$ cat config.mk
export PLATFORM = sky130hd
export DESIGN_NAME = dma_chan_enable_bank
export DESIGN_NICKNAME = d
export VERILOG_FILES = /design/src/rtl/dce_pkg.sv /design/src/rtl/dce_decode.sv /design/src/rtl/dce_bitmap.sv /design/src/rtl/dce_readmux.sv /design/src/rtl/dce_gate.sv /design/src/rtl/dma_chan_enable_bank.sv
export SDC_FILE = /design/constraint.sdc
export NUM_CORES = 1
export LEC_CHECK = 0
export BUFFER_PORTS_ARGS = -buffer_cell sky130_fd_sc_hd__buf_2
export CAP_MARGIN = 20
export CORE_MARGIN = 4
export CORE_UTILIZATION = 35
export DETAILED_ROUTE_END_ITERATION = 8
export PLACE_DENSITY_LB_ADDON = 0.25
export SLEW_MARGIN = 20
export SYNTH_ARGS = -nofsm -noshare
export SYNTH_HDL_FRONTEND = slang
export SYNTH_HIERARCHICAL = 1
export SYNTH_SLANG_ARGS = --single-unit
$ cat constraint.sdc
create_clock -name clk -period 2.21 [get_ports clk]
set_input_delay 0.663 -clock clk [delete_from_list [all_inputs] [get_ports clk]]
set_output_delay 0.663 -clock clk [all_outputs]
set_load 0.01 [all_outputs]
$ cat src/rtl/dce_pkg.sv
package dce_pkg;
  localparam int MAX_CH  = 64;
  localparam int WORD_W  = 32;
  localparam int CH_IDX_W = 6;

  localparam logic [7:0] A_REQ_HI = 8'h08;
  localparam logic [7:0] A_REQ_LO = 8'h0C;
  localparam logic [7:0] A_ERR_HI = 8'h10;
  localparam logic [7:0] A_ERR_LO = 8'h14;
  localparam logic [7:0] A_REQ_SET = 8'h18;
  localparam logic [7:0] A_REQ_CLR = 8'h19;
  localparam logic [7:0] A_ERR_SET = 8'h1A;
  localparam logic [7:0] A_ERR_CLR = 8'h1B;

  typedef struct packed {
    logic                word_valid;
    logic                word_hi;
    logic [WORD_W-1:0]   word_data;
    logic                set_valid;
    logic                clr_valid;
    logic                all;
    logic [CH_IDX_W-1:0] sel;
  } map_cmd_t;
endpackage

$ cat src/rtl/dce_decode.sv
module dce_decode
  import dce_pkg::*;
(
  input  logic              wr_en,
  input  logic [7:0]        wr_addr,
  input  logic [WORD_W-1:0] wr_data,
  output map_cmd_t          req_cmd,
  output map_cmd_t          err_cmd
);
  always_comb begin
    req_cmd = '0;
    err_cmd = '0;
    req_cmd.word_data = wr_data;
    err_cmd.word_data = wr_data;
    req_cmd.all = wr_data[6];
    err_cmd.all = wr_data[6];
    req_cmd.sel = wr_data[CH_IDX_W-1:0];
    err_cmd.sel = wr_data[CH_IDX_W-1:0];
    if (wr_en) begin
      unique case (wr_addr)
        A_REQ_HI:  begin req_cmd.word_valid = 1'b1; req_cmd.word_hi = 1'b1; end
        A_REQ_LO:  req_cmd.word_valid = 1'b1;
        A_ERR_HI:  begin err_cmd.word_valid = 1'b1; err_cmd.word_hi = 1'b1; end
        A_ERR_LO:  err_cmd.word_valid = 1'b1;
        A_REQ_SET: req_cmd.set_valid = 1'b1;
        A_REQ_CLR: req_cmd.clr_valid = 1'b1;
        A_ERR_SET: err_cmd.set_valid = 1'b1;
        A_ERR_CLR: err_cmd.clr_valid = 1'b1;
        default: ;
      endcase
    end
  end
endmodule

$ cat src/rtl/dce_bitmap.sv
module dce_bitmap
  import dce_pkg::*;
#(
  parameter int NUM_CH = 64
) (
  input  logic                clk,
  input  logic                rst_n,
  input  map_cmd_t            cmd,
  input  logic                hw_clr_valid,
  input  logic [CH_IDX_W-1:0] hw_clr_ch,
  output logic [NUM_CH-1:0]   q,
  output logic [MAX_CH-1:0]   q64
);
  logic [NUM_CH-1:0] q_nxt;

  for (genvar n = 0; n < NUM_CH; n++) begin : g_ch
    localparam logic [CH_IDX_W-1:0] ID = CH_IDX_W'(n);
    localparam int BIT_POS = n % WORD_W;
    localparam logic IN_HI = (n >= WORD_W);
    always_comb begin
      q_nxt[n] = q[n];
      if (cmd.word_valid && (cmd.word_hi == IN_HI))
        q_nxt[n] = cmd.word_data[BIT_POS];
      if (cmd.set_valid && (cmd.all || cmd.sel == ID))
        q_nxt[n] = 1'b1;
      if (cmd.clr_valid && (cmd.all || cmd.sel == ID))
        q_nxt[n] = 1'b0;
      if (hw_clr_valid && hw_clr_ch == ID)
        q_nxt[n] = 1'b0;
    end
  end

  always_ff @(posedge clk or negedge rst_n) begin
    if (!rst_n) q <= '0;
    else        q <= q_nxt;
  end

  if (NUM_CH == MAX_CH) begin : g_full
    assign q64 = q;
  end else begin : g_pad
    assign q64 = {{(MAX_CH-NUM_CH){1'b0}}, q};
  end

  localparam logic [CH_IDX_W:0] LIMIT = (CH_IDX_W+1)'(NUM_CH);

  p_hw_clear_r5: assert property (@(posedge clk) disable iff (!rst_n)
    (hw_clr_valid && {1'b0, hw_clr_ch} < LIMIT) |=> !q64[$past(hw_clr_ch)]);

  p_set_one_r7: assert property (@(posedge clk) disable iff (!rst_n)
    (cmd.set_valid && !cmd.all && {1'b0, cmd.sel} < LIMIT &&
     !(hw_clr_valid && hw_clr_ch == cmd.sel)) |=> q64[$past(cmd.sel)]);

  p_clr_one_r8: assert property (@(posedge clk) disable iff (!rst_n)
    (cmd.clr_valid && {1'b0, cmd.sel} < LIMIT) |=> !q64[$past(cmd.sel)]);

  p_clr_all_r9: assert property (@(posedge clk) disable iff (!rst_n)
    (cmd.clr_valid && cmd.all) |=> (q == '0));

  p_idle_hold_r12: assert property (@(posedge clk) disable iff (!rst_n)
    (!cmd.word_valid && !cmd.set_valid && !cmd.clr_valid && !hw_clr_valid)
    |=> $stable(q));
endmodule

$ cat src/rtl/dce_readmux.sv
module dce_readmux
  import dce_pkg::*;
(
  input  logic [7:0]        rd_addr,
  input  logic [MAX_CH-1:0] req64,
  input  logic [MAX_CH-1:0] err64,
  output logic [WORD_W-1:0] rd_data
);
  always_comb begin
    unique case (rd_addr)
      A_REQ_HI: rd_data = req64[MAX_CH-1:WORD_W];
      A_REQ_LO: rd_data = req64[WORD_W-1:0];
      A_ERR_HI: rd_data = err64[MAX_CH-1:WORD_W];
      A_ERR_LO: rd_data = err64[WORD_W-1:0];
      default:  rd_data = '0;
    endcase
  end
endmodule

$ cat src/rtl/dce_gate.sv
module dce_gate #(
  parameter int W = 64
) (
  input  logic [W-1:0] src,
  input  logic [W-1:0] en,
  output logic [W-1:0] dst
);
  for (genvar i = 0; i < W; i++) begin : g_bit
    assign dst[i] = src[i] & en[i];
  end
endmodule

$ cat src/rtl/dma_chan_enable_bank.sv
module dma_chan_enable_bank
  import dce_pkg::*;
#(
  parameter int NUM_CH = 64
) (
  input  logic              clk,
  input  logic              rst_n,
  input  logic              wr_en,
  input  logic [7:0]        wr_addr,
  input  logic [31:0]       wr_data,
  input  logic [7:0]        rd_addr,
  output logic [31:0]       rd_data,
  input  logic              done_valid,
  input  logic [5:0]        done_ch,
  input  logic              done_dreq,
  input  logic [NUM_CH-1:0] per_req,
  output logic [NUM_CH-1:0] eng_req,
  input  logic [NUM_CH-1:0] err_flag,
  output logic [NUM_CH-1:0] err_irq
);
  initial begin
    assert (NUM_CH == 16 || NUM_CH == 32 || NUM_CH == 64)
      else $error("NUM_CH must be 16, 32 or 64");
  end

  map_cmd_t          req_cmd, err_cmd;
  logic [NUM_CH-1:0] req_q, err_q;
  logic [MAX_CH-1:0] req64, err64;
  logic              auto_clr;

  assign auto_clr = done_valid & done_dreq;

  dce_decode u_decode (
    .wr_en(wr_en), .wr_addr(wr_addr), .wr_data(wr_data),
    .req_cmd(req_cmd), .err_cmd(err_cmd)
  );

  dce_bitmap #(.NUM_CH(NUM_CH)) u_req_map (
    .clk(clk), .rst_n(rst_n), .cmd(req_cmd),
    .hw_clr_valid(auto_clr), .hw_clr_ch(done_ch),
    .q(req_q), .q64(req64)
  );

  dce_bitmap #(.NUM_CH(NUM_CH)) u_err_map (
    .clk(clk), .rst_n(rst_n), .cmd(err_cmd),
    .hw_clr_valid(1'b0), .hw_clr_ch('0),
    .q(err_q), .q64(err64)
  );

  dce_readmux u_rd (
    .rd_addr(rd_addr), .req64(req64), .err64(err64), .rd_data(rd_data)
  );

  dce_gate #(.W(NUM_CH)) u_req_gate (.src(per_req),  .en(req_q), .dst(eng_req));
  dce_gate #(.W(NUM_CH)) u_irq_gate (.src(err_flag), .en(err_q), .dst(err_irq));

  p_req_blocked_r4: assert property (@(posedge clk) disable iff (!rst_n)
    (eng_req & ~per_req) == '0);

  p_irq_needs_flag_r11: assert property (@(posedge clk) disable iff (!rst_n)
    (err_irq & ~err_flag) == '0);

  p_hw_beats_sw_r6: assert property (@(posedge clk) disable iff (!rst_n)
    (auto_clr && wr_en && wr_addr == A_REQ_SET && done_ch == wr_data[5:0] &&
     {1'b0, done_ch} < 7'(NUM_CH)) |=> !req64[$past(done_ch)]);
endmodule

# [After elaboration in Yosys (flattened, before gate mapping)]
# Cells that the tools add are included.
[word_totals] register_bits=128 input_bits=187 out_inout_bits=160 elab_cells=1378
[op_classes] n_eq_ne=138 n_mux=461 n_bitwise=131 reduce_logical=520
[ops] op="$mux 1" n=456
[ops] op="$eq 6x6->1 const B" n=64
[ops] op="$logic_and 1x1->1" n=324
[ops] op="$reduce_bool 4->1" n=64
[ops] op="$eq 6x5->1 const B" n=32
[ops] op="$reduce_bool 3->1" n=64
[ops] op="$and 1x1->1" n=129
[ops] op="$pmux 32 s4" n=1
[ops] op="$eq 6x4->1 const B" n=16
[ops] op="$eq 8x5->1 const B" n=8
[ops] op="$logic_or 1x1->1" n=64
[ops] op="$eq 6x3->1 const B" n=8
[ops] op="$eq 8x4->1 const B" n=4
[ops] op="$eq 6x2->1 const B" n=4
[ops] op="$eq 6x1->1 const B" n=2
[ops] op="$logic_not 6->1" n=2
[ops] op="$mux 2" n=4
[ops] op="$reduce_or 2->1" n=2
[ops] op="$not 1->1" n=2

# [Depth between registers and ports, before layout]
# Gate-level depths: netlist of the first run.
[logic_depth] ltp_word=10 ltp_mapped=8 mapped_depth_nobuf=5

# [By module]
# Netlist of the first run, hierarchy kept.
[modules_own_cells] module="dce_bitmap" instances=2 cells_each=508 area_each_um2=4848.4 seq_area_each_um2=1601.5
[modules_own_cells] module="dce_readmux" instances=1 cells_each=148 area_each_um2=1193.6 seq_area_each_um2=0.0
[modules_own_cells] module="dce_gate" instances=2 cells_each=64 area_each_um2=400.4 seq_area_each_um2=0.0
[modules_own_cells] module="dce_decode" instances=1 cells_each=95 area_each_um2=737.0 seq_area_each_um2=0.0
[modules_own_cells] module="dma_chan_enable_bank" instances=1 cells_each=2 area_each_um2=10.0 seq_area_each_um2=0.0

# [Worst setup path before layout of the first run]
# Ideal clock, no wire load.
[synth_path] kind="input to register" startpoint="in wr_addr[5]" endpoint="reg u_req_map.q[7]" setup_time_ps=141 t_arrival_ps=2534 required_ps=2069 path_slack_ps=-465 stages=8 path_buffers=3 path_cell_list="or4b_4 buf_6 nor4_2 or3b_1 buf_2 buf_6 o221ai_1 a31oi_1"
[synth_lines] item="start: declaration" line="dma_chan_enable_bank.sv:9" rtl="input logic [7:0] wr_addr,"
[synth_lines] item="end signal: assignment" line="dce_bitmap.sv:35" rtl="else q <= q_nxt;"
[synth_lines] item="end: declaration" line="dce_bitmap.sv:11" rtl="output logic [NUM_CH-1:0] q,"

# [Worst setup path after layout of the first run]
[layout_path] startpoint="in rd_addr[2]" endpoint="out rd_data[27]"
[layout_between] elab_chain_cells=2 elab_cells_between_ends=5 cone_classes="eq/ne: 4; mux: 1"
[layout_rtl] item="start: declaration" line="dma_chan_enable_bank.sv:11" rtl="input logic [7:0] rd_addr,"
[layout_rtl] item="$eq 8x5->1 / $eq 8x4->1 (equally long branches)" line="dce_readmux.sv:10" rtl="unique case (rd_addr)"
[layout_rtl] item="$pmux 32 s4 *" line="dce_readmux.sv:10"
[layout_rtl] item="end: declaration" line="dma_chan_enable_bank.sv:12" rtl="output logic [31:0] rd_data,"
# Mark *: on every way between the ends. The rest lies on a longest branch, timed or not.

==> flow_summary.rst, run 1 <==
.. list-table::
   :header-rows: 1

   * - Metric
     - Value
   * - Run status
     - finished with violations
   * - Violations in the final reports
     - setup timing
   * - Proportion of netlist area held by the largest area contributor
     - 0.258
   * - Standard cell core area
     - 0.0348 mm^2
   * - Register area share after synthesis
     - 0.258
   * - CP bufs+invs
     - 4
   * - FFs w/ async S/R, synth
     - 1.00
   * - Part of the cycle the worst path needs
     - 1.19
   * - Capturing element type of the critical path
     - primary output
   * - Leading register cell type out of synthesis
     - sky130_fd_sc_hd__dfrtp_1
   * - Multi-input gate area in the final layout
     - 0.00806 mm^2
   * - Achievable frequency
     - 381 MHz
   * - Cell mode on critical path
     - sky130_fd_sc_hd__buf_12
   * - Storage cell area
     - 0.00320 mm^2
   * - Die Area
     - 0.0386 mm^2
   * - Mean instance size in the synthesized netlist
     - 8.95 um^2
   * - Number of vias per cell after detailed routing
     - 6.21
   * - Filler Cell Count
     - 3,304
   * - Largest net degree at the start of global routing
     - 72
   * - Count of placed standard cells in the final layout, fillers left out
     - 2,075
   * - DPL Wire Length
     - 39.2 mm
   * - Post-synthesis cell type with the largest combined area
     - sky130_fd_sc_hd__dfrtp_1
   * - Clock tree from TritonCTS
     - yes
   * - Post-synthesis instance area
     - 0.0124 mm^2
   * - Final layout net count
     - 1,792
   * - Rows
     - 68
   * - Path type of the worst setup path
     - input pin to primary output
   * - Number of antenna violations at the first check in global routing
     - 6
   * - Count of different cell masters after synthesis
     - 43
   * - Setup clock skew after layout
     - 0 ns
   * - DR vias
     - 12.9k
   * - Number of iterations in the first detailed-routing pass
     - 6
   * - Longest Clk Path Bufs
     - 2
   * - Vertical extent of the die
     - 197 um
   * - Initial core utilization
     - 0.357
   * - Adder-cell share of the synthesized area
     - 0
   * - Compound-gate portion of the synthesized area
     - 0.209
   * - Count of state elements after synthesis
     - 128
   * - Final Cell Area
     - 0.0162 mm^2
   * - Peak supply drop
     - 0.000522 V
   * - Ratio of total power to cell area
     - 460 mW/mm^2
   * - Max-cap viol count
     - 0
   * - # setup viols final
     - 65
   * - Worst path slowest cell
     - sky130_fd_sc_hd__mux2i_1
   * - Largest fanout on the critical path
     - 11
   * - Cell family with most CP delay
     - buffers and inverters
   * - H-Tree Depth
     - 4
   * - Worst setup SP type
     - input pin
   * - Global route overflow
     - 0
   * - Min Hold Slack
     - 0.236 ns
   * - LEAKAGE
     - 7.87 nW
   * - Drc violations
     - 0
   * - Warnings from Yosys
     - 6
   * - Die width
     - 197 um
   * - RSZ-0062 raised after global routing
     - yes
   * - Last weighted congestion value of the routability-driven placer
     - 0.911
   * - Placed Instance Area
     - 0.0144 mm^2
   * - Hold Path Class
     - input pin to asynchronous set/reset pin
   * - Final worst setup slack
     - -0.418 ns
   * - Dominant combinational cell family by area after synthesis
     - simple AND/OR/NAND/NOR gates
   * - Clock sink total
     - 128
   * - Root buffer cell
     - sky130_fd_sc_hd__clkbuf_16
   * - Max-slew violation count
     - 0
   * - Delay contributed by the slowest stage of the critical path
     - 0.38 ns
   * - Total CTS buffers
     - 17
   * - Post-Place Cells
     - 2,018
   * - Layout cells sized above 1
     - 0.448
   * - Tightest slew margin relative to the limit
     - 0.648
   * - Growth of design area from synthesis to finish
     - 30.4%
   * - Initial detailed-routing violation count
     - 1,461
   * - Number of primary I/O pins
     - 347
   * - Tightest Pin Transition
     - 0.527 ns
   * - Power Total
     - 7.45 mW
   * - Crit path cell chain
     - buf_4, buf_12, buf_12, mux2i_1, o22ai_1, and2_4, buf_2
   * - Data arrival at the endpoint of the critical path
     - 1.96 ns
   * - Port Buf Inserts
     - 346
   * - Number of instances in the synthesized netlist
     - 1,389
   * - Avg WL per Cell
     - 27.0 um
   * - Worst-Skew Late Latency
     - 0.43 ns
   * - Parity-gate share of the synthesized area counting xor and xnor cells
     - 0
   * - Clock input transition at the sequential cells of the worst setup and hold paths
     - 0.07 ns
   * - Hold Buf Count CTS
     - 0
   * - Top cells by area, synth
     - sky130_fd_sc_hd__dfrtp_1 (26%), sky130_fd_sc_hd__buf_4 (13%), sky130_fd_sc_hd__mux2i_1 (10%)
   * - Total track usage
     - 0.264
   * - Final worst path period need
     - 2.63 ns
   * - Residual antenna-violating net count after detailed routing
     - 0
   * - Top-count cell post-synth
     - sky130_fd_sc_hd__buf_4
   * - Post-synthesis mux area share
     - 0.103
   * - Most used standard cells in the synthesized netlist
     - sky130_fd_sc_hd__buf_4 (218), sky130_fd_sc_hd__and2_1 (159), sky130_fd_sc_hd__dfrtp_1 (128), sky130_fd_sc_hd__mux2i_1 (128), sky130_fd_sc_hd__o221ai_1 (128)
   * - Basic-gate share of the synthesized area counting and, or, nand and nor cells
     - 0.251
   * - Global-route wire length before repair
     - 78.1 mm
   * - Final hold violation count
     - 0
   * - Final routed wirelength across all metal layers
     - 56.0 mm
   * - Number of flops mapped to enable cells by yosys
     - 0
   * - Number of global-route vias before repair
     - 12.0k
   * - Endpoint required time on the critical path
     - 1.55 ns
[path summary, 6_finish.rpt]
check | from | endpoint | slack [ns] | cells past startpoint
worst min register to register | u_err_map/q[46] | u_err_map/q[46] | 0.63 | 2
worst min-delay path | rst_n | u_req_map/q[28] | 0.24 | 2
worst max register to register | u_req_map/q[47] | u_req_map/q[47] | 1.21 | 2
max in group asynchronous | rst_n | u_err_map/q[37] | 1.58 | 2
worst max-delay path | rd_addr[2] | rd_data[27] | -0.42 | 7
min in group clk | wr_data[24] | u_err_map/q[24] | 0.62 | 3
[layer usage]
layer / track usage / wire [um]
met5: 0 / 42
met4: 0.0921 / 2210
met2: 0.425 / 25800
met3: 0.0549 / 5610
met1: 0.353 / 22300
[registers in the layout, summed over array words and instances (netlist names)]
signal       count
u_err_map/q     64
u_req_map/q     64
[logic make-up after synthesis]
family,after synthesis
mux,128
flops,128
simple gates,436
other cells,1
compound gates,352
buf+inv,344
[per-stage QoR]
step,util,worst slack [ns],setup TNS (ns)
global route,0.466,-0.424,-15.11
detailed placement,0.414,-0.500,-64.23
CTS,0.442,-0.407,-11.70
global placement,0.414,-0.485,-61.15
finish,0.466,-0.418,-11.99
floorplan,-,-0.397,-35.59
[area by class of cell]
class | count | share of cell area
inverter | 1 | 0.000231
timing repair buffer | 501 | 0.232
sequential | 128 | 0.197
antenna | 3 | 0.000463
tap | 455 | 0.0351
clock buffer | 19 | 0.0267
clock inverter | 12 | 0.0114
multi-input combinational | 956 | 0.497
[power breakdown]
| part | switching, mW | internal [mW] | total [mW] |
|---|---|---|---|
| combinational | 0.844 | 0.732 | 1.58 |
| clock | 1.19 | 1.89 | 3.09 |
| sequential | 0.251 | 2.54 | 2.79 |
[cells in the final DEF (no fill, tap or decap), types with 4 or more instances in the layout]
cell                         count
sky130_fd_sc_hd__a21oi_1        64
sky130_fd_sc_hd__a221oi_1       31
sky130_fd_sc_hd__a221oi_2       31
sky130_fd_sc_hd__a31oi_1        64
sky130_fd_sc_hd__and2_1        129
sky130_fd_sc_hd__and2_4         31
sky130_fd_sc_hd__and3_1         66
sky130_fd_sc_hd__and4b_1         8
sky130_fd_sc_hd__and4bb_2       10
sky130_fd_sc_hd__buf_12         35
sky130_fd_sc_hd__buf_2         317
sky130_fd_sc_hd__buf_4          94
sky130_fd_sc_hd__buf_6          44
sky130_fd_sc_hd__bufinv_16       4
sky130_fd_sc_hd__clkbuf_16      25
sky130_fd_sc_hd__clkinvlp_4      4
sky130_fd_sc_hd__conb_1         40
sky130_fd_sc_hd__dfrtp_1       128
sky130_fd_sc_hd__mux2i_1       114
sky130_fd_sc_hd__mux2i_2        12
sky130_fd_sc_hd__nand2_1        69
sky130_fd_sc_hd__nand3b_1        9
sky130_fd_sc_hd__nand4_1         4
sky130_fd_sc_hd__nand4b_1       16
sky130_fd_sc_hd__nand4bb_1      24
sky130_fd_sc_hd__nor3_4          4
sky130_fd_sc_hd__nor4b_2         8
sky130_fd_sc_hd__o221ai_1       74
sky130_fd_sc_hd__o221ai_2       50
sky130_fd_sc_hd__o221ai_4        4
sky130_fd_sc_hd__o22ai_1        27
sky130_fd_sc_hd__o22ai_2         5
sky130_fd_sc_hd__or4_4           6
sky130_fd_sc_hd__or4b_1          6
sky130_fd_sc_hd__or4b_4         11
[worst register-to-register path, cell delays in order (launching register included)]
cell and delay [ns]:
sky130_fd_sc_hd__dfrtp_1 0.46, sky130_fd_sc_hd__a221oi_1 0.32, sky130_fd_sc_hd__a21oi_1 0.11
[repair_timing]
item | in CTS | in global routing
gates cloned | 2 | 9
gates resized for setup | 49 | 106
pin swaps | 3 | 34
setup buffers | 4 | 11
setup endpoints to repair | 58 | 146
(Power assumes the default switching activity.)
==> run 2: changes to the inputs <==
Settings changed: ABC_AREA set to 1.
==> run 2 against run 1 <==
Against the previous run:
- the run still ends with setup timing left
- critical endpoint is now rd_data[16]
- total power grew 35%
- sequential share of layout area shrank 0.91 points
- die area grew 13%
- clock skew is the same
- design area grew 4.8%
- area after synthesis grew 14%
==> flow_summary.rst, run 2 <==
.. list-table::
   :header-rows: 1

   * - Metric
     - Value
   * - Registers with the most flip-flops
     - u_err_map/q: 64 flops, u_req_map/q: 64 flops
   * - Most used standard cells in the synthesized netlist
     - sky130_fd_sc_hd__nand2_1 (919), sky130_fd_sc_hd__inv_1 (417), sky130_fd_sc_hd__nand3_1 (254), sky130_fd_sc_hd__buf_4 (240), sky130_fd_sc_hd__nor2_1 (166)
   * - Origin of the worst setup path
     - rd_addr[7]
   * - Power dissipated by switching net loads
     - 3.82 mW
   * - # setup viols final
     - 32
   * - Final hold violation count
     - 0
   * - Die Area
     - 0.0437 mm^2
   * - Final worst setup slack
     - -0.246 ns
   * - Worst-Skew Late Latency
     - 0.43 ns
   * - Internal cell power
     - 6.25 mW
   * - Min Hold Slack
     - 0.266 ns
   * - Worst setup slack after placement
     - -0.341 ns
   * - Fraction of power consumed by sequential logic
     - 0.370
   * - Port Buf Inserts
     - 346
   * - H-Tree Depth
     - 4
   * - Count of different cell masters after synthesis
     - 23
   * - Delay contributed by the slowest stage of the critical path
     - 0.22 ns
   * - Detail Route met2 WL
     - 25.6 mm
   * - Number of global-route vias before repair
     - 14.5k
   * - Worst setup SP type
     - input pin
   * - Endpoint required time on the critical path
     - 1.55 ns
   * - Violations in the final reports
     - setup timing
   * - FFs w/ async S/R, synth
     - 1.00
   * - Met1 layer wirelength in the final routing
     - 24.9 mm
   * - Global-route wire length before repair
     - 86.9 mm
   * - Capture point of the critical path
     - rd_data[16]
   * - DPL Wire Length
     - 42.3 mm
   * - Hold Path Class
     - input pin to asynchronous set/reset pin
   * - Reg-to-reg setup timing slack
     - 1.10 ns
   * - Largest net degree at the start of global routing
     - 91
   * - Setup clock skew after layout
     - 0 ns
   * - Capturing point of the worst reg2reg path
     - u_err_map/q[63]
   * - Achievable frequency
     - 407 MHz
   * - Hold Buf Count CTS
     - 0
   * - Number of iterations in the first detailed-routing pass
     - 6
   * - Standard cell core area
     - 0.0398 mm^2
   * - Number of instances in the synthesized netlist
     - 2,522
   * - Total track usage
     - 0.254
   * - Compound-gate portion of the synthesized area
     - 0.101
   * - Worst path slowest cell
     - sky130_fd_sc_hd__nor2_8
   * - Rows
     - 73
   * - Run status
     - finished with violations
   * - Worst R2R Path Depth
     - 5
   * - Clock tree from TritonCTS
     - yes
   * - Number of vias per cell after detailed routing
     - 4.87
   * - Last weighted congestion value of the routability-driven placer
     - 0.948
   * - Number of antenna violations at the first check in global routing
     - 4
   * - Count of state elements after synthesis
     - 128
   * - Dominant combinational cell family by area after synthesis
     - simple AND/OR/NAND/NOR gates
   * - Peak supply drop
     - 0.000536 V
   * - RSZ-0062 raised after global routing
     - yes
   * - Max-slew violation count
     - 0
   * - Register area share after synthesis
     - 0.227
   * - Post-synthesis mux area share
     - 0
   * - Parity-gate share of the synthesized area counting xor and xnor cells
     - 0
   * - Met3 WL post-DR
     - 5.95 mm
   * - Root buffer cell
     - sky130_fd_sc_hd__clkbuf_16
   * - Post-synthesis instance area
     - 0.0141 mm^2
   * - Post-synthesis cell type with the largest combined area
     - sky130_fd_sc_hd__nand2_1
   * - Final layout net count
     - 2,862
   * - Final worst path period need
     - 2.46 ns
   * - Residual antenna-violating net count after detailed routing
     - 0
   * - Max-cap viol count
     - 0
   * - Largest fanout on the critical path
     - 20
   * - Part of the total power dissipated in the clock network
     - 0.331
   * - Die width
     - 209 um
   * - Clock sink total
     - 128
   * - Number of primary I/O pins
     - 347
   * - Warnings from Yosys
     - 6
   * - Clock input transition at the sequential cells of the worst setup and hold paths
     - 0.06 ns
   * - Ratio of total power to cell area
     - 592 mW/mm^2
   * - Highest-count cells in the layout ignoring fill and taps
     - sky130_fd_sc_hd__nand2_1 (876), sky130_fd_sc_hd__inv_1 (398), sky130_fd_sc_hd__buf_2 (323), sky130_fd_sc_hd__nand3_1 (211), sky130_fd_sc_hd__nor2_1 (162)
   * - Basic-gate share of the synthesized area counting and, or, nand and nor cells
     - 0.403
   * - Longest Clk Path Bufs
     - 2
   * - Final routed wirelength across all metal layers
     - 57.9 mm
   * - Mean instance size in the synthesized netlist
     - 5.61 um^2
   * - DR vias
     - 15.7k
   * - Tightest slew margin relative to the limit
     - 0.582
   * - Total CTS buffers
     - 17
   * - Initial core utilization
     - 0.355
   * - Tightest Pin Transition
     - 0.625 ns
   * - Crit path cell chain
     - buf_8, inv_8, nand2_8, nor2_8, buf_12, nand3_1, nand2_2, inv_1, nand2_1, buf_2
   * - Capturing element type of the critical path
     - primary output
   * - Fraction of power spent switching nets
     - 0.379
   * - LEAKAGE
     - 10.2 nW
   * - Part of the cycle the worst path needs
     - 1.11
   * - Vertical extent of the die
     - 209 um
   * - Proportion of power drawn by combinational gates
     - 0.298
   * - Initial detailed-routing violation count
     - 1,597
   * - Start of the worst register-to-register path
     - u_err_map/q[63]
   * - Most common cell after layout, fill and taps aside
     - sky130_fd_sc_hd__nand2_1
   * - Layout cells sized above 1
     - 0.235
   * - Adder-cell share of the synthesized area
     - 0
   * - Top-count cell post-synth
     - sky130_fd_sc_hd__nand2_1
   * - Path type of the worst setup path
     - input pin to primary output
   * - Number of flops mapped to enable cells by yosys
     - 0
   * - Highest routing layer actually used
     - met5
   * - Leading register cell type out of synthesis
     - sky130_fd_sc_hd__dfrtp_1
   * - Growth of design area from synthesis to finish
     - 20.2%
   * - Global route overflow
     - 0
   * - Top cells by area, synth
     - sky130_fd_sc_hd__nand2_1 (24%), sky130_fd_sc_hd__dfrtp_1 (23%), sky130_fd_sc_hd__buf_4 (13%)
   * - Drc violations
     - 0
   * - Proportion of netlist area held by the largest area contributor
     - 0.244
   * - Data arrival at the endpoint of the critical path
     - 1.79 ns
   * - Avg WL per Cell
     - 18.0 um
run 2: layout make-up:
cell class,instances,area (um^2)
clock buffers,21,460
clock inverters,11,209
well taps,525,657
inverters,434,1660
multi-input cells,1653,7620
diodes,1,2.50
flip-flops and latches,128,3200
fillers,4290,22800
repair buffers,441,3180
run 2: stage by stage:
step / TNS [ns] / cells / cell area (um^2) / util / power (mW)
floorplan: 0 / 2543 / 14200 / - / 5.83
global placement: -8.46 / 3162 / 15400 / 0.386 / 6.57
detailed placement: -8.62 / 3162 / 15400 / 0.386 / 6.57
CTS: -6.62 / 3213 / 16700 / 0.419 / 10.0
global route: -7.18 / 3213 / 17000 / 0.427 / 10.7
finish: -5.64 / 3214 / 17000 / 0.427 / 10.1
run 2: timing repair:
item	in CTS	in global routing
cloned	8	3
buffers inserted	11	2
resized for setup	80	102
pin swaps	17	43
setup endpoints to repair	32	32
run 2: per-layer routing:
layer  vias up  track usage
met5         -            0
met4         4       0.0657
met3        78       0.0447
met2       849        0.404
met1      7055        0.359
li1       7668            -
run 2: power groups by stage:
stage	combinational, mW	sequential, mW	clock [mW]
after CTS	2.95	3.70	3.36
after detailed placement	2.85	3.72	0
after floorplan	2.64	3.18	0
after global routing	3.42	3.78	3.46
final	3.00	3.73	3.34
after global placement	2.83	3.74	0
run 2: how the worst min path moves through the flow:
stage / endpoint / startpoint / slack [ns]
after floorplan: u_err_map/q[0] / rst_n / 0.37
after CTS: u_req_map/q[23] / rst_n / 0.32
after detailed placement: u_req_map/q[0] / u_req_map/q[0] / 0.69
final: u_req_map/q[23] / rst_n / 0.27
after global placement: u_req_map/q[0] / u_req_map/q[0] / 0.68
after global routing: u_req_map/q[23] / rst_n / 0.32
run 2: kinds of logic (layout without fill, tap and decap cells):
kind of cell,after synthesis,in the layout
other,1,23
AO/OA/AOI/OAI,256,256
flip-flops,128,128
AND/OR/NAND/NOR,1375,1375
buffers and inverters,762,907
run 2: critical path: cells and delay by family:
kind	cells	cell delay (ns)
buffers and inverters	5	0.55
and+or+nand+nor	5	0.56
==> run 3: changes to the inputs <==
Clock period 2.21 ns to 2.7 ns, I/O delays scaled along.
==> run 3 against run 2 <==
Against the previous run:
- the flow still finishes with violations (setup timing)
- routed wire length increased by 2.0%
- register-to-register slack improved by 0.52 ns
- utilization decreased by 0.73 points
- clock skew unchanged
- total power decreased by 19%
- first-iteration DRC count increased by 10%
- die area unchanged
- setup slack improved by 0.17 ns
- worst hold slack improved by 0.064 ns
- clock power decreased by 19%
- combinational power decreased by 20%
- count of clock-buffer cells in the layout decreased by 3
- critical endpoint is now rd_data[7]
- largest power group unchanged
==> flow_summary.rst, run 3 (same netlist as run 2, synthesis figures left out) <==
.. list-table::
   :header-rows: 1

   * - Metric
     - Value
   * - Residual antenna-violating net count after detailed routing
     - 0
   * - Peak supply drop
     - 0.000448 V
   * - Min Hold Slack
     - 0.330 ns
   * - Largest net degree at the start of global routing
     - 65
   * - Total CTS buffers
     - 17
   * - Violations in the final reports
     - setup timing
   * - Number of global-route vias before repair
     - 14.1k
   * - Die Area
     - 0.0437 mm^2
   * - Run status
     - finished with violations
   * - Die width
     - 209 um
   * - Avg WL per Cell
     - 18.5 um
   * - Layout cells sized above 1
     - 0.220
   * - Path type of the worst setup path
     - input pin to primary output
   * - Tightest slew margin relative to the limit
     - 0.500
   * - Final worst setup slack
     - -0.0735 ns
   * - Data arrival at the endpoint of the critical path
     - 1.96 ns
   * - RSZ-0062 raised after global routing
     - yes
   * - Achievable frequency
     - 361 MHz
   * - Max-cap viol count
     - 0
   * - Worst R2R Path Depth
     - 6
   * - Longest Clk Path Bufs
     - 2
   * - # setup viols final
     - 26
   * - Rows
     - 73
   * - H-Tree Depth
     - 4
   * - Clock sink total
     - 128
   * - Drc violations
     - 0
   * - Clock input transition at the sequential cells of the worst setup and hold paths
     - 0.06 ns
   * - Port Buf Inserts
     - 346
   * - Vertical extent of the die
     - 209 um
   * - Fin Setup TNS
     - -0.873 ns
   * - Max-slew violation count
     - 0
   * - Number of vias per cell after detailed routing
     - 4.95
   * - Total track usage
     - 0.248
   * - Ratio of total power to cell area
     - 489 mW/mm^2
   * - Root buffer cell
     - sky130_fd_sc_hd__clkbuf_16
   * - Setup clock skew after layout
     - 0 ns
   * - Most common cell after layout, fill and taps aside
     - sky130_fd_sc_hd__nand2_1
   * - Start of the worst register-to-register path
     - u_err_map/q[26]
   * - Tightest Pin Transition
     - 0.749 ns
   * - Final hold violation count
     - 0
   * - LEAKAGE
     - 10.0 nW
   * - Standard cell core area
     - 0.0398 mm^2
   * - Worst-Skew Late Latency
     - 0.43 ns
   * - Worst setup SP type
     - input pin
   * - Registers with the most flip-flops
     - u_err_map/q: 64 flops, u_req_map/q: 64 flops
   * - Highest-count cells in the layout ignoring fill and taps
     - sky130_fd_sc_hd__nand2_1 (883), sky130_fd_sc_hd__inv_1 (399), sky130_fd_sc_hd__buf_2 (322), sky130_fd_sc_hd__nand3_1 (219), sky130_fd_sc_hd__nor2_1 (162)
   * - DPL Wire Length
     - 41.0 mm
   * - Endpoint required time on the critical path
     - 1.89 ns
   * - Number of primary I/O pins
     - 347
   * - Part of the cycle the worst path needs
     - 1.03
   * - Global route overflow
     - 0
   * - Capturing element type of the critical path
     - primary output
   * - Initial detailed-routing violation count
     - 1,756
   * - Final layout net count
     - 2,832
   * - Capturing point of the worst reg2reg path
     - u_err_map/q[26]
   * - Power Total
     - 8.18 mW
   * - Last weighted congestion value of the routability-driven placer
     - 0.914
   * - Initial core utilization
     - 0.355
   * - Final worst path period need
     - 2.77 ns
   * - Final routed wirelength across all metal layers
     - 59.0 mm
   * - Clock tree from TritonCTS
     - yes
   * - Final Cell Area
     - 0.0167 mm^2
   * - Origin of the worst setup path
     - rd_addr[7]
   * - Largest fanout on the critical path
     - 5
   * - Global-route wire length before repair
     - 85.2 mm
   * - Hold Path Class
     - input pin to asynchronous set/reset pin
   * - Number of antenna violations at the first check in global routing
     - 3
   * - Number of iterations in the first detailed-routing pass
     - 9
   * - DR vias
     - 15.8k
   * - Placed Instance Area
     - 0.0150 mm^2
   * - Growth of design area from synthesis to finish
     - 18.2%
   * - Reg-to-reg setup timing slack
     - 1.62 ns
[run 3: cell types whose count changed in the layout (fill, tap and decap cells not counted), sizes merged]
cell / change
clkbuf: +4
clkinv: -3
buf: -37
clkinvlp: +4
inv: +1
[run 3: worst max path at each step]
stage | end | slack (ns)
2_1_floorplan | rd_data[1] | 0.33
3_3_place_gp | rd_data[4] | -0.16
3_5_place_dp | rd_data[5] | -0.16
4_1_cts | rd_data[16] | -0.09
5_1_grt | rd_data[19] | -0.12
6_report | rd_data[7] | -0.07
[run 3: layer usage]
layer  vias to the layer above  share of wire  global-route usage  wire (um)
met5                         -        0.00022                   0         13
met4                         2          0.024              0.0635       1400
met3                        67           0.11              0.0426       6390
met2                       879           0.44               0.389      25800
met1                      7205           0.43               0.355      25400
li1                       7604              -                   -          -
[run 3: where the power goes]
part | internal, mW | switching, mW
clock | 1.73 | 0.980
sequential | 2.33 | 0.724
combinational | 0.980 | 1.43
[run 3: per-stage QoR]
step | utilization | cells | setup slack, ns
2_1_floorplan | - | 2543 | 0.334
6_report | 0.420 | 3183 | -0.0735
3_5_place_dp | 0.376 | 3124 | -0.159
5_1_grt | 0.420 | 3182 | -0.118
3_3_place_gp | 0.376 | 3124 | -0.162
4_1_cts | 0.401 | 3166 | -0.0888
[run 3: cell type report]
type                       count  area (um^2)
fill                        4308        23100
multi-input combinational   1653         7560
sequential                   128         3200
timing repair buffer         411         2970
inverter                     434         1650
tap                          525          657
clock buffer                  18          429
clock inverter                13          236
antenna                        1         2.50
[run 3: timing repair]
action | in CTS | in global routing
setup buffers | 6 | 3
gates resized for setup | 42 | 109
pin swaps | 5 | 51
setup endpoints to repair | 31 | 32
endpoints found under the hold margin | 0 | 0
cloned | 5 | 13
hold buffers | 0 | 0
[run 3: critical path, stage by stage]
cell	delay [ns]
sky130_fd_sc_hd__buf_8	0.10
sky130_fd_sc_hd__inv_6	0.05
sky130_fd_sc_hd__nand2_8	0.07
sky130_fd_sc_hd__nor2_8	0.16
sky130_fd_sc_hd__buf_12	0.15
sky130_fd_sc_hd__buf_12	0.12
sky130_fd_sc_hd__buf_16	0.14
sky130_fd_sc_hd__nand3_2	0.06
sky130_fd_sc_hd__nand2_1	0.06
sky130_fd_sc_hd__inv_1	0.05
sky130_fd_sc_hd__nand2_1	0.06
sky130_fd_sc_hd__buf_2	0.13
